--- src/rtl/psd_pkg.sv ---
package psd_pkg;

   // Overall division ratio from oscillator clock to output pulse.
   function automatic int div_ratio(input int n_base, input int p_cnt, input int s_cnt);
      return n_base * p_cnt + s_cnt;
   endfunction

   // Width needed to hold values 0..max_val.
   function automatic int cnt_width(input int max_val);
      return (max_val < 2) ? 1 : $clog2(max_val + 1);
   endfunction

endpackage

--- src/rtl/psd_chan_latch.sv ---
module psd_chan_latch #(
   parameter int SEL_W = 3
) (
   input  logic             clk,
   input  logic             rst,
   input  logic             wrap,
   input  logic [SEL_W-1:0] sel_in,
   output logic [SEL_W-1:0] s_val
);

   // Swallow count captured only at the cycle boundary.
   always_ff @(posedge clk) begin
      if (rst)
         s_val <= '0;
      else if (wrap)
         s_val <= sel_in;
   end

endmodule

--- src/rtl/psd_prog_cnt.sv ---
module psd_prog_cnt #(
   parameter int P_CNT = 10
) (
   input  logic clk,
   input  logic rst,
   input  logic tick,
   output logic wrap
);

   localparam int CW = psd_pkg::cnt_width(P_CNT - 1);
   localparam logic [CW-1:0] LAST = CW'(P_CNT - 1);

   logic [CW-1:0] pc_q;

   assign wrap = tick && (pc_q == LAST);

   always_ff @(posedge clk) begin
      if (rst)
         pc_q <= '0;
      else if (wrap)
         pc_q <= '0;
      else if (tick)
         pc_q <= pc_q + 1'b1;
   end

endmodule

--- src/rtl/psd_swallow_cnt.sv ---
module psd_swallow_cnt #(
   parameter int SEL_W = 3
) (
   input  logic             clk,
   input  logic             rst,
   input  logic             tick,
   input  logic             wrap,
   input  logic [SEL_W-1:0] s_val,
   output logic             mod_hi
);

   logic [SEL_W-1:0] sc_q;

   // Long modulus until the swallow count has been consumed.
   assign mod_hi = (sc_q != s_val);

   always_ff @(posedge clk) begin
      if (rst)
         sc_q <= '0;
      else if (wrap)
         sc_q <= '0;
      else if (tick && mod_hi)
         sc_q <= sc_q + 1'b1;
   end

endmodule

--- src/rtl/pswallow_div.sv ---
module pswallow_div #(
   parameter int N_BASE  = 22,
   parameter int P_CNT   = 10,
   parameter int SEL_W   = 3,
   parameter bit REG_OUT = 1'b1
) (
   input  logic             clk,
   input  logic             rst,
   input  logic [SEL_W-1:0] chan_sel,
   input  logic             pre_tick,
   output logic             mod_hi,
   output logic             div_out
);

   localparam int S_MAX     = (1 << SEL_W) - 1;
   localparam int RATIO_MIN = psd_pkg::div_ratio(N_BASE, P_CNT, 0);

   // Elaboration-time parameter checks.
   if (SEL_W < 1) begin : g_bad_sel_w
      $error("pswallow_div: SEL_W must be at least 1");
   end
   if (P_CNT <= S_MAX) begin : g_bad_p_cnt
      $error("pswallow_div: P_CNT must exceed the largest swallow count");
   end
   if (N_BASE < 2) begin : g_bad_n_base
      $error("pswallow_div: N_BASE must be at least 2");
   end
   if (RATIO_MIN < 4) begin : g_bad_ratio
      $error("pswallow_div: division ratio too small");
   end

   logic             wrap;
   logic [SEL_W-1:0] s_val;

   psd_prog_cnt #(.P_CNT(P_CNT)) u_prog (
      .clk  (clk),
      .rst  (rst),
      .tick (pre_tick),
      .wrap (wrap)
   );

   psd_chan_latch #(.SEL_W(SEL_W)) u_latch (
      .clk    (clk),
      .rst    (rst),
      .wrap   (wrap),
      .sel_in (chan_sel),
      .s_val  (s_val)
   );

   psd_swallow_cnt #(.SEL_W(SEL_W)) u_swallow (
      .clk    (clk),
      .rst    (rst),
      .tick   (pre_tick),
      .wrap   (wrap),
      .s_val  (s_val),
      .mod_hi (mod_hi)
   );

   if (REG_OUT) begin : g_out_reg
      logic div_q;
      always_ff @(posedge clk) begin
         if (rst)
            div_q <= 1'b0;
         else
            div_q <= wrap;
      end
      assign div_out = div_q;
   end else begin : g_out_comb
      assign div_out = wrap;
   end

endmodule

--- config.mk ---
export PLATFORM = sky130hd
export DESIGN_NAME = pswallow_div
export DESIGN_NICKNAME = d
export VERILOG_FILES = /design/src/rtl/psd_pkg.sv /design/src/rtl/psd_chan_latch.sv /design/src/rtl/psd_prog_cnt.sv /design/src/rtl/psd_swallow_cnt.sv /design/src/rtl/pswallow_div.sv
export SDC_FILE = /design/constraint.sdc
export NUM_CORES = 1
export LEC_CHECK = 0
export BUFFER_PORTS_ARGS = -buffer_cell sky130_fd_sc_hd__buf_2
export CAP_MARGIN = 20
export CORE_AREA = 2 2 39 41
export CTS_CLUSTER_SIZE = 16
export DETAILED_ROUTE_END_ITERATION = 16
export DIE_AREA = 0 0 41 43
export GPL_TIMING_DRIVEN = 0
export MAX_ROUTING_LAYER = met4
export PLACE_DENSITY = 0.57
export SYNTH_ARGS = -nofsm -noshare
export SYNTH_HDL_FRONTEND = slang
export SYNTH_SLANG_ARGS = --single-unit
--- constraint.sdc ---
create_clock -name clk -period 1.3 [get_ports clk]
set_input_delay 0 -clock clk [delete_from_list [all_inputs] [get_ports clk]]
set_output_delay 0 -clock clk [all_outputs]
set_load 0.02 [all_outputs]
== Word level (Yosys, flattened, before mapping) ==
Index checks and enable logic that the tools add are counted.

* Register bits after elaboration: 11
* Bits in latches: 0
* RAM bits: 0
* Bits in read-only memories: 0
* Input port bits: 6
* Output and inout port bits: 2
* Word-level logic and storage cells: 11
* Memories: 0

* Add/subtract/negate cells: 2
* Multiply operators: 0
* Div/mod/pow operators: 0
* $lt $le $gt $ge: 0
* Equal/unequal tests: 2
* Shifts and indexed selects: 0
* Multiplexer cells: 0
* Bitwise logic cells: 0
* Reductions and logical operators: 3

{| class="wikitable"
|+ Operators with widths
! kind !! number
|-
| $add A4 B1 Y4 const B || 1
|-
| $eq A4 B4 Y1 const B || 1
|-
| $add A3 B1 Y3 const B || 1
|-
| $ne A3 B3 Y1 || 1
|-
| $logic_and A1 B1 Y1 || 2
|-
| $reduce_or A2 Y1 || 1
|}

== Logic depth before layout (Yosys ltp) ==
Gate-level depths: netlist of run 1.

* Depth after elaboration: 3
* Depth in mapped cells: 5
* Mapped depth without buffers: 5

== Cells and area by module ==
From an unflattened synthesis of run 1, not the netlist that was laid out.

* Cell total of the unflattened synthesis: 60
* Area total of the unflattened synthesis: 574.3 um^2

{| class="wikitable"
|+ By module, submodules not included
! module !! instances !! cells each !! area an instance (um^2) !! seq. area each (um^2)
|-
| psd_swallow_cnt || 1 || 30 || 241.5 || 60.1
|-
| psd_prog_cnt || 1 || 19 || 197.7 || 80.1
|-
| psd_chan_latch || 1 || 9 || 101.3 || 60.1
|-
| pswallow_div || 1 || 2 || 33.8 || 20.0
|}

== Worst setup path after synthesis of run 1 ==
Ideal clock, no wire load.

* Path type: register to register
* Start point: register u_prog.pc_q[0]
* End point: register u_latch.s_val[0]
* Library setup time: 117 ps
* Arrival time: 1041 ps
* Data required time: 1183 ps
* Path slack: 142 ps
* Cell stages (with the launch flop): 5
* Path buffers: 0
* Clock period less this slack: 1158 ps
* Cells stage by stage: dfxtp_1 -> ha_1 -> nand4b_1 -> nor2b_1 -> a22o_2

* Longest elaborated chain between the ends: 2

{| class="wikitable"
|+ Ends and longest elaborated chain
! item !! RTL line !! text
|-
| start, declared || psd_prog_cnt.sv:13 || <nowiki>logic [CW-1:0] pc_q;</nowiki>
|-
| start signal, assigned || psd_prog_cnt.sv:23 || <nowiki>pc_q <= pc_q + 1'b1;</nowiki>
|-
| $eq A4 B4 Y1 || psd_prog_cnt.sv:15 || <nowiki>assign wrap = tick && (pc_q == LAST);</nowiki>
|-
| $logic_and A1 B1 Y1 || psd_prog_cnt.sv:15 ||
|-
| end signal, assigned || psd_chan_latch.sv:16 || <nowiki>s_val <= sel_in;</nowiki>
|-
| end, declared || psd_chan_latch.sv:8 || <nowiki>output logic [SEL_W-1:0] s_val</nowiki>
|}

No other way between the ends.
A chain may end at the register's enable or synchronous reset.

== Final worst setup path of run 1 ==
* Start point: register u_latch.s_val[0]
* End point: output port mod_hi

* Longest elaborated chain between the ends: 1

{| class="wikitable"
|+ Ends and longest elaborated chain
! item !! RTL line !! text
|-
| $ne A3 B3 Y1 || psd_swallow_cnt.sv:15 || <nowiki>assign mod_hi = (sc_q != s_val);</nowiki>
|-
| end, declared || pswallow_div.sv:11 || <nowiki>output logic mod_hi,</nowiki>
|}

No other way between the ends.

==> flow_summary.toml, run 1 <==
[run_status]
status = "finished with violations"
violations = "negative setup slack"

[clock_network]
clk_path_buf_depth = 2
clock_sinks = 11
cts_tree = "built"
htreeDepth = 1
clk_pin_slew_ps = 60
cts_root_buffer = "clkbuf_4"
clk_latency_ps = 260
cts_buffers = 3

[routing]
drc = 0
first_iter_violations = 1
wl_met1_um = 369
drt.antenna.violating_nets = 0
wl_met3_um = 39
vias_per_cell = 4.69
wl_met2_um = 448
routedWlPerCell_um = 10.7
drt_first_pass_iters = 2
top_layer = "met3"
vias = 375
postRouteWirelength_um = 856

[sta]
fin_skew_ps = 2.52
fin_ws_ps = -22.8
fmax_mhz = 756
fin_crit_sh_pct = 102
rsz0062_at_grt = "true"
setup_tns_ps = -22.8
drv_slew = 0
setup_viol = 1
hold_viol = 0
worst_hold_slack_ps = 25.4
slew_headroom_pct = 80.2
fin_crit_ps = 1320
worst_slew_pin_slew_ps = 297

[worst_setup_path]
end_kind = "output port"
rr_worst_depth = 5
slowest_delay_ps = 370
crit_path_start_kind = "register"
critPathMaxFanout = 5
path_cells = "xor2_4, or3_4, buf_6"
cp_top_family = "simple AND/OR/NAND/NOR gates"
setup.worst_path.class = "reg -> out"
critPathSlowestCell = "or3_4"
worstPathRequired_ps = 1300
crit_arrival_ps = 1320
r2r-end = "u_swallow.sc_q[2]$_SDFFE_PP0P_"
r2r_start = "u_latch.s_val[2]$_SDFFE_PP0P_"
crit_buf_inv = 1
r2r_slack_ps = 10

[placed_design]
postPlaceCellArea_um2 = 563
hpwl_um = 583
place.gp.congestion = 0.586
io_buffers = 6

[synthesis]
synth-warning-count = 0
syn-num-nets = 58
synth_area_per_cell_um2 = 10.5
synth-seq-cells = 11
ys_types = 22
synth-seq-area-share_pct = 42.9
syn_inst = 49
synth_area_um2 = 513

[die]
rows = 14
die_w_um = 41
die_y_um = 43
coreArea_mm2 = 0.00138
initial_core_util_pct = 37.1
ios = 8
dieArea_mm2 = 0.00176

[finish]
antennaDiodeCount = 0
n_fill_cell = 138
fin_util_pct = 49.5
design_area_um2 = 686
syn_to_final_growth_pct = 33.7
nets = 74
drive_gt1_share_pct = 37.5

[power]
peakVddDrop_uv = 543
power_switching_uw = 135
power.share.clock_pct = 36.1
p_comb_share_pct = 7.9
switching_share_pct = 21.8
seq_power_share_pct = 56.0
p_int_uw = 486
power.total_uw = 622
leakagePower_uw = 0.000287
powerDensity_mw_per_mm2 = 907

[global_routing]
grt_pass1_vias = 362
grt_use_total_pct = 13.4
grt_max_degree = 11
grt_pass1_wl_um = 1480
antenna_found_initial = 0
overflow = 0

[hold_path]
hold_path_class = "in -> reg"
worstHoldEndpoint = "u_prog.pc_q[1]$_SDFFE_PP0P_"
min_from = "pre_tick"
whs_path_depth = 2

[run]
maxCapViolations = 0
how the worst max path moves through the flow:
stage	start	endpoint	slack (ps)	cells after the start
after CTS	u_latch.s_val[0]$_SDFFE_PP0P_	mod_hi	-30	3
after floorplan	u_prog.pc_q[0]$_SDFFE_PP0P_	u_latch.s_val[0]$_SDFFE_PP0P_	140	4
after detailed placement	u_prog.pc_q[1]$_SDFFE_PP0P_	u_prog.pc_q[1]$_SDFFE_PP0P_	40	5
final	u_latch.s_val[0]$_SDFFE_PP0P_	mod_hi	-20	3
after global placement	u_prog.pc_q[1]$_SDFFE_PP0P_	u_prog.pc_q[1]$_SDFFE_PP0P_	50	5
after global routing	u_latch.s_val[2]$_SDFFE_PP0P_	u_swallow.sc_q[2]$_SDFFE_PP0P_	-70	5
cell usage after synthesis (all sizes together):
| cell | instances | area share, % |
|---|---|---|
| or3 | 1 | 1.5 |
| dfxtp | 11 | 43 |
| o31a | 1 | 2.0 |
| ha | 3 | 7.3 |
| inv | 2 | 1.5 |
| xor2 | 7 | 15 |
| o31ai | 2 | 2.9 |
| nand2b | 1 | 1.2 |
| a21oi | 1 | 0.97 |
| o21ai | 1 | 0.97 |
| nor2 | 7 | 5.1 |
| o311ai | 1 | 3.2 |
| nand2 | 2 | 1.5 |
| a211oi | 1 | 1.5 |
| nand4b | 1 | 1.7 |
| buf | 1 | 1.5 |
| xnor2 | 1 | 1.7 |
| nor2b | 1 | 1.2 |
| nand4 | 1 | 1.2 |
| a22o | 3 | 5.4 |
area by class of cell:
| type | instances | area [µm²] | share of cell area (%) |
|---|---|---|---|
| multi-input cells | 35 | 309 | 45.1 |
| flip-flops and latches | 11 | 231 | 33.8 |
| repair buffers | 11 | 83.8 | 12.2 |
| clock buffers | 4 | 26.3 | 3.83 |
| well taps | 16 | 20.0 | 2.92 |
| plain buffers | 1 | 7.51 | 1.09 |
| inverters | 2 | 7.51 | 1.09 |
worst reg2reg max path, delay by kind of cell (launching register included):
family          cells  cell delay (ps)
compound gates      1              270
xor+xnor            2              370
buf+inv             1              150
flops               1              360
simple gates        1               60
cells in the final DEF, fill, tap and decap left out, types with 2 or more instances in the layout:
master	count
dfxtp_2	3
clkbuf_4	3
ha_1	3
dfxtp_4	2
dlygate4sd3_1	4
a22o_1	2
inv_1	2
dfxtp_1	6
xor2_1	5
nor2_1	7
buf_4	2
nand2_1	2
o31ai_1	2
buf_2	5
xor2_4	2
metal layers:
| metal | up-vias | track usage [%] |
|---|---|---|
| li1 | 199 | - |
| met1 | 171 | 15.1 |
| met2 | 5 | 18.4 |
| met3 | 0 | 7.85 |
| met4 | 0 | 6.00 |
| met5 | - | - |
sequential cells by signal, indices dropped and copies added, names as in the netlist:
register        count
u_prog.pc_q         4
u_latch.s_val       3
u_swallow.sc_q      3
div_out             1
timing repair:
item / CTS / global route
buffers inserted: 1 / 0
resized for setup: 11 / 3
hold endpoints to repair: 4 / 0
endpoints found under the setup margin: 1 / 8
hold buffers: 4 / 0
pin swaps: 2 / 1
kinds of logic after synthesis:
logic type                 synth area share (%)
adders and majority gates                  7.32
DFF                                        42.9
buffers and inverters                      2.93
and+or+nand+nor                            13.4
AOI/OAI and AO/OA                          16.8
xor gates and xnor gates                   16.6
per-stage QoR:
stage	worst slack, ps	cells
after floorplan	142	49
after global placement	51.7	71
after detailed placement	35.4	71
after CTS	-28.9	80
after global routing	-68.6	80
final	-22.8	80
power groups by stage:
stage                     registers (µW)  clock network, µW  logic [µW]
after floorplan                      358                  0        25.9
after global placement               360                  0        37.3
after detailed placement             360                  0        37.7
after CTS                            348                231        48.9
after global routing                 350                256        57.3
final                                348                224        48.9
Note: power is estimated with default switching activity, not from simulation.
==> run 2: changes to the inputs <==
- CELL_PAD_IN_SITES_DETAIL_PLACEMENT: unset -> 1
- CELL_PAD_IN_SITES_GLOBAL_PLACEMENT: unset -> 2
- CORE_AREA: 2 2 39 41 -> unset
- CORE_UTILIZATION: unset -> 32
- DIE_AREA: 0 0 41 43 -> unset
- PLACE_DENSITY: 0.57 -> 0.7
==> flow_summary.toml, run 2 (same netlist as run 1, synthesis figures left out) <==
[die]
rows = 14
coreArea_mm2 = 0.00151
initial_core_util_pct = 34.1
ios = 8
die_w_um = 42.0
die_y_um = 42.0
dieArea_mm2 = 0.00177

[sta]
fin_crit_sh_pct = 102
fin_ws_ps = -26.4
setup_viol = 1
fin_crit_ps = 1330
worst_slew_pin_slew_ps = 276
hold_viol = 0
fmax_mhz = 754
worst_hold_slack_ps = 499
slew_headroom_pct = 81.6
fin_skew_ps = 3.12
rsz0062_at_grt = "true"
setup_tns_ps = -26.4
drv_slew = 0

[power]
leakagePower_uw = 0.000301
powerDensity_mw_per_mm2 = 859
power.total_uw = 631
peakVddDrop_uv = 440

[finish]
drive_gt1_share_pct = 44.8
largest_reg_flops = 4
seq_area_um2 = 238
nets = 77
syn_to_final_growth_pct = 43.2
n_fill_cell = 168
antennaDiodeCount = 0
multi_input_area_um2 = 327
design_area_um2 = 734
final_cell_mix = "nor2_1 (7), dfxtp_1 (5), dlygate4sd3_1 (5), buf_2 (5)"
final_common_cell = "nor2_1"
regMostFlops = "u_prog.pc_q"
instances_no_fill = 83
reg_top3 = "u_prog.pc_q x4, u_latch.s_val x3, u_swallow.sc_q x3"

[worst_setup_path]
critPathMaxFanout = 4
worstPathRequired_ps = 1300
crit_path_start_kind = "register"
end_kind = "output port"
setup.worst_path.class = "reg -> out"
crit_arrival_ps = 1330
r2r_slack_ps = 0

[routing]
first_iter_violations = 2
drt.antenna.violating_nets = 0
vias = 404
routedWlPerCell_um = 13.2
drc = 0
vias_per_cell = 4.87
drt_first_pass_iters = 2
postRouteWirelength_um = 1100

[placed_design]
hpwl_um = 660
postPlaceCellArea_um2 = 563
io_buffers = 6
place.gp.congestion = 0.723
numPlacedInstances = 71

[run]
maxCapViolations = 0

[global_routing]
grt_max_degree = 11
overflow = 0
grt_pass1_vias = 384
antenna_found_initial = 0
grt_pass1_wl_um = 1750
grt_use_total_pct = 13.9

[hold_path]
hold_path_class = "in -> reg"

[clock_network]
clk_pin_slew_ps = 70
htreeDepth = 1
clk_path_buf_depth = 2
cts_buffers = 3
clk_latency_ps = 260
cts_tree = "built"
clock_sinks = 11
cts_root_buffer = "clkbuf_4"

[run_status]
status = "finished with violations"
violations = "negative setup slack"
run 2: changes by cell type in the layout (fill, tap and decap cells not counted), sizes merged:
cell         before  now
buf               8   10
dlygate4sd3       4    5
run 2: layout make-up:
| type | instances | area share [%] |
|---|---|---|
| multi-input combinational | 35 | 44.5 |
| sequential | 11 | 32.4 |
| timing repair buffer | 14 | 14.8 |
| clock buffer | 4 | 3.58 |
| tap | 16 | 2.73 |
| buffer | 1 | 1.02 |
| inverter | 2 | 1.02 |
run 2: final timing paths:
kind	to	depth (start not counted)	startpoint
hold / removal	u_latch.s_val[2]$_SDFFE_PP0P_	3	chan_sel[2]
setup / recovery	mod_hi	3	u_latch.s_val[2]$_SDFFE_PP0P_
hold reg to reg	u_prog.pc_q[3]$_SDFFE_PP0P_	2	u_prog.pc_q[3]$_SDFFE_PP0P_
setup reg to reg	u_swallow.sc_q[2]$_SDFFE_PP0P_	5	u_latch.s_val[1]$_SDFFE_PP0P_
run 2: layer usage:
| metal | track usage (%) | share of wire [%] | wire [µm] | up-vias |
|---|---|---|---|---|
| li1 | - | - | - | 206 |
| met1 | 15.8 | 39 | 426 | 192 |
| met2 | 22.2 | 58 | 637 | 4 |
| met3 | 5.17 | 2.6 | 28 | 2 |
| met4 | 5.63 | 0.46 | 5 | 0 |
| met5 | - | 0 | 0 | - |
run 2: where the power goes:
part	total [µW]	switching [µW]	leakage (µW)	internal, µW
logic	55.6	25.2	0.000193	30.5
clock network	231	112	0.0000150	119
registers	344	8.02	0.0000931	336
total	631	146	0.000301	485
run 2: critical path, cell delays in order, from the launching register on:
cell,delay [ps]
dfxtp_4,360
xor2_4,190
or3_4,370
buf_6,140
run 2: per-stage QoR:
step / setup slack [ps] / utilization (%)
after floorplan: 142 / -
after global placement: 43.1 / 37.4
after detailed placement: 21.0 / 37.4
after CTS: -34.4 / 46.0
after global routing: -81.2 / 48.8
final: -26.4 / 48.8
run 2: timing repair:
| item | CTS | global route |
|---|---|---|
| pin swaps | 1 | 3 |
| endpoints found under the setup margin | 1 | 10 |
| endpoints found under the hold margin | 5 | 0 |
| resized for setup | 11 | 9 |
| hold buffers | 5 | 0 |
| buffers inserted | 2 | 1 |
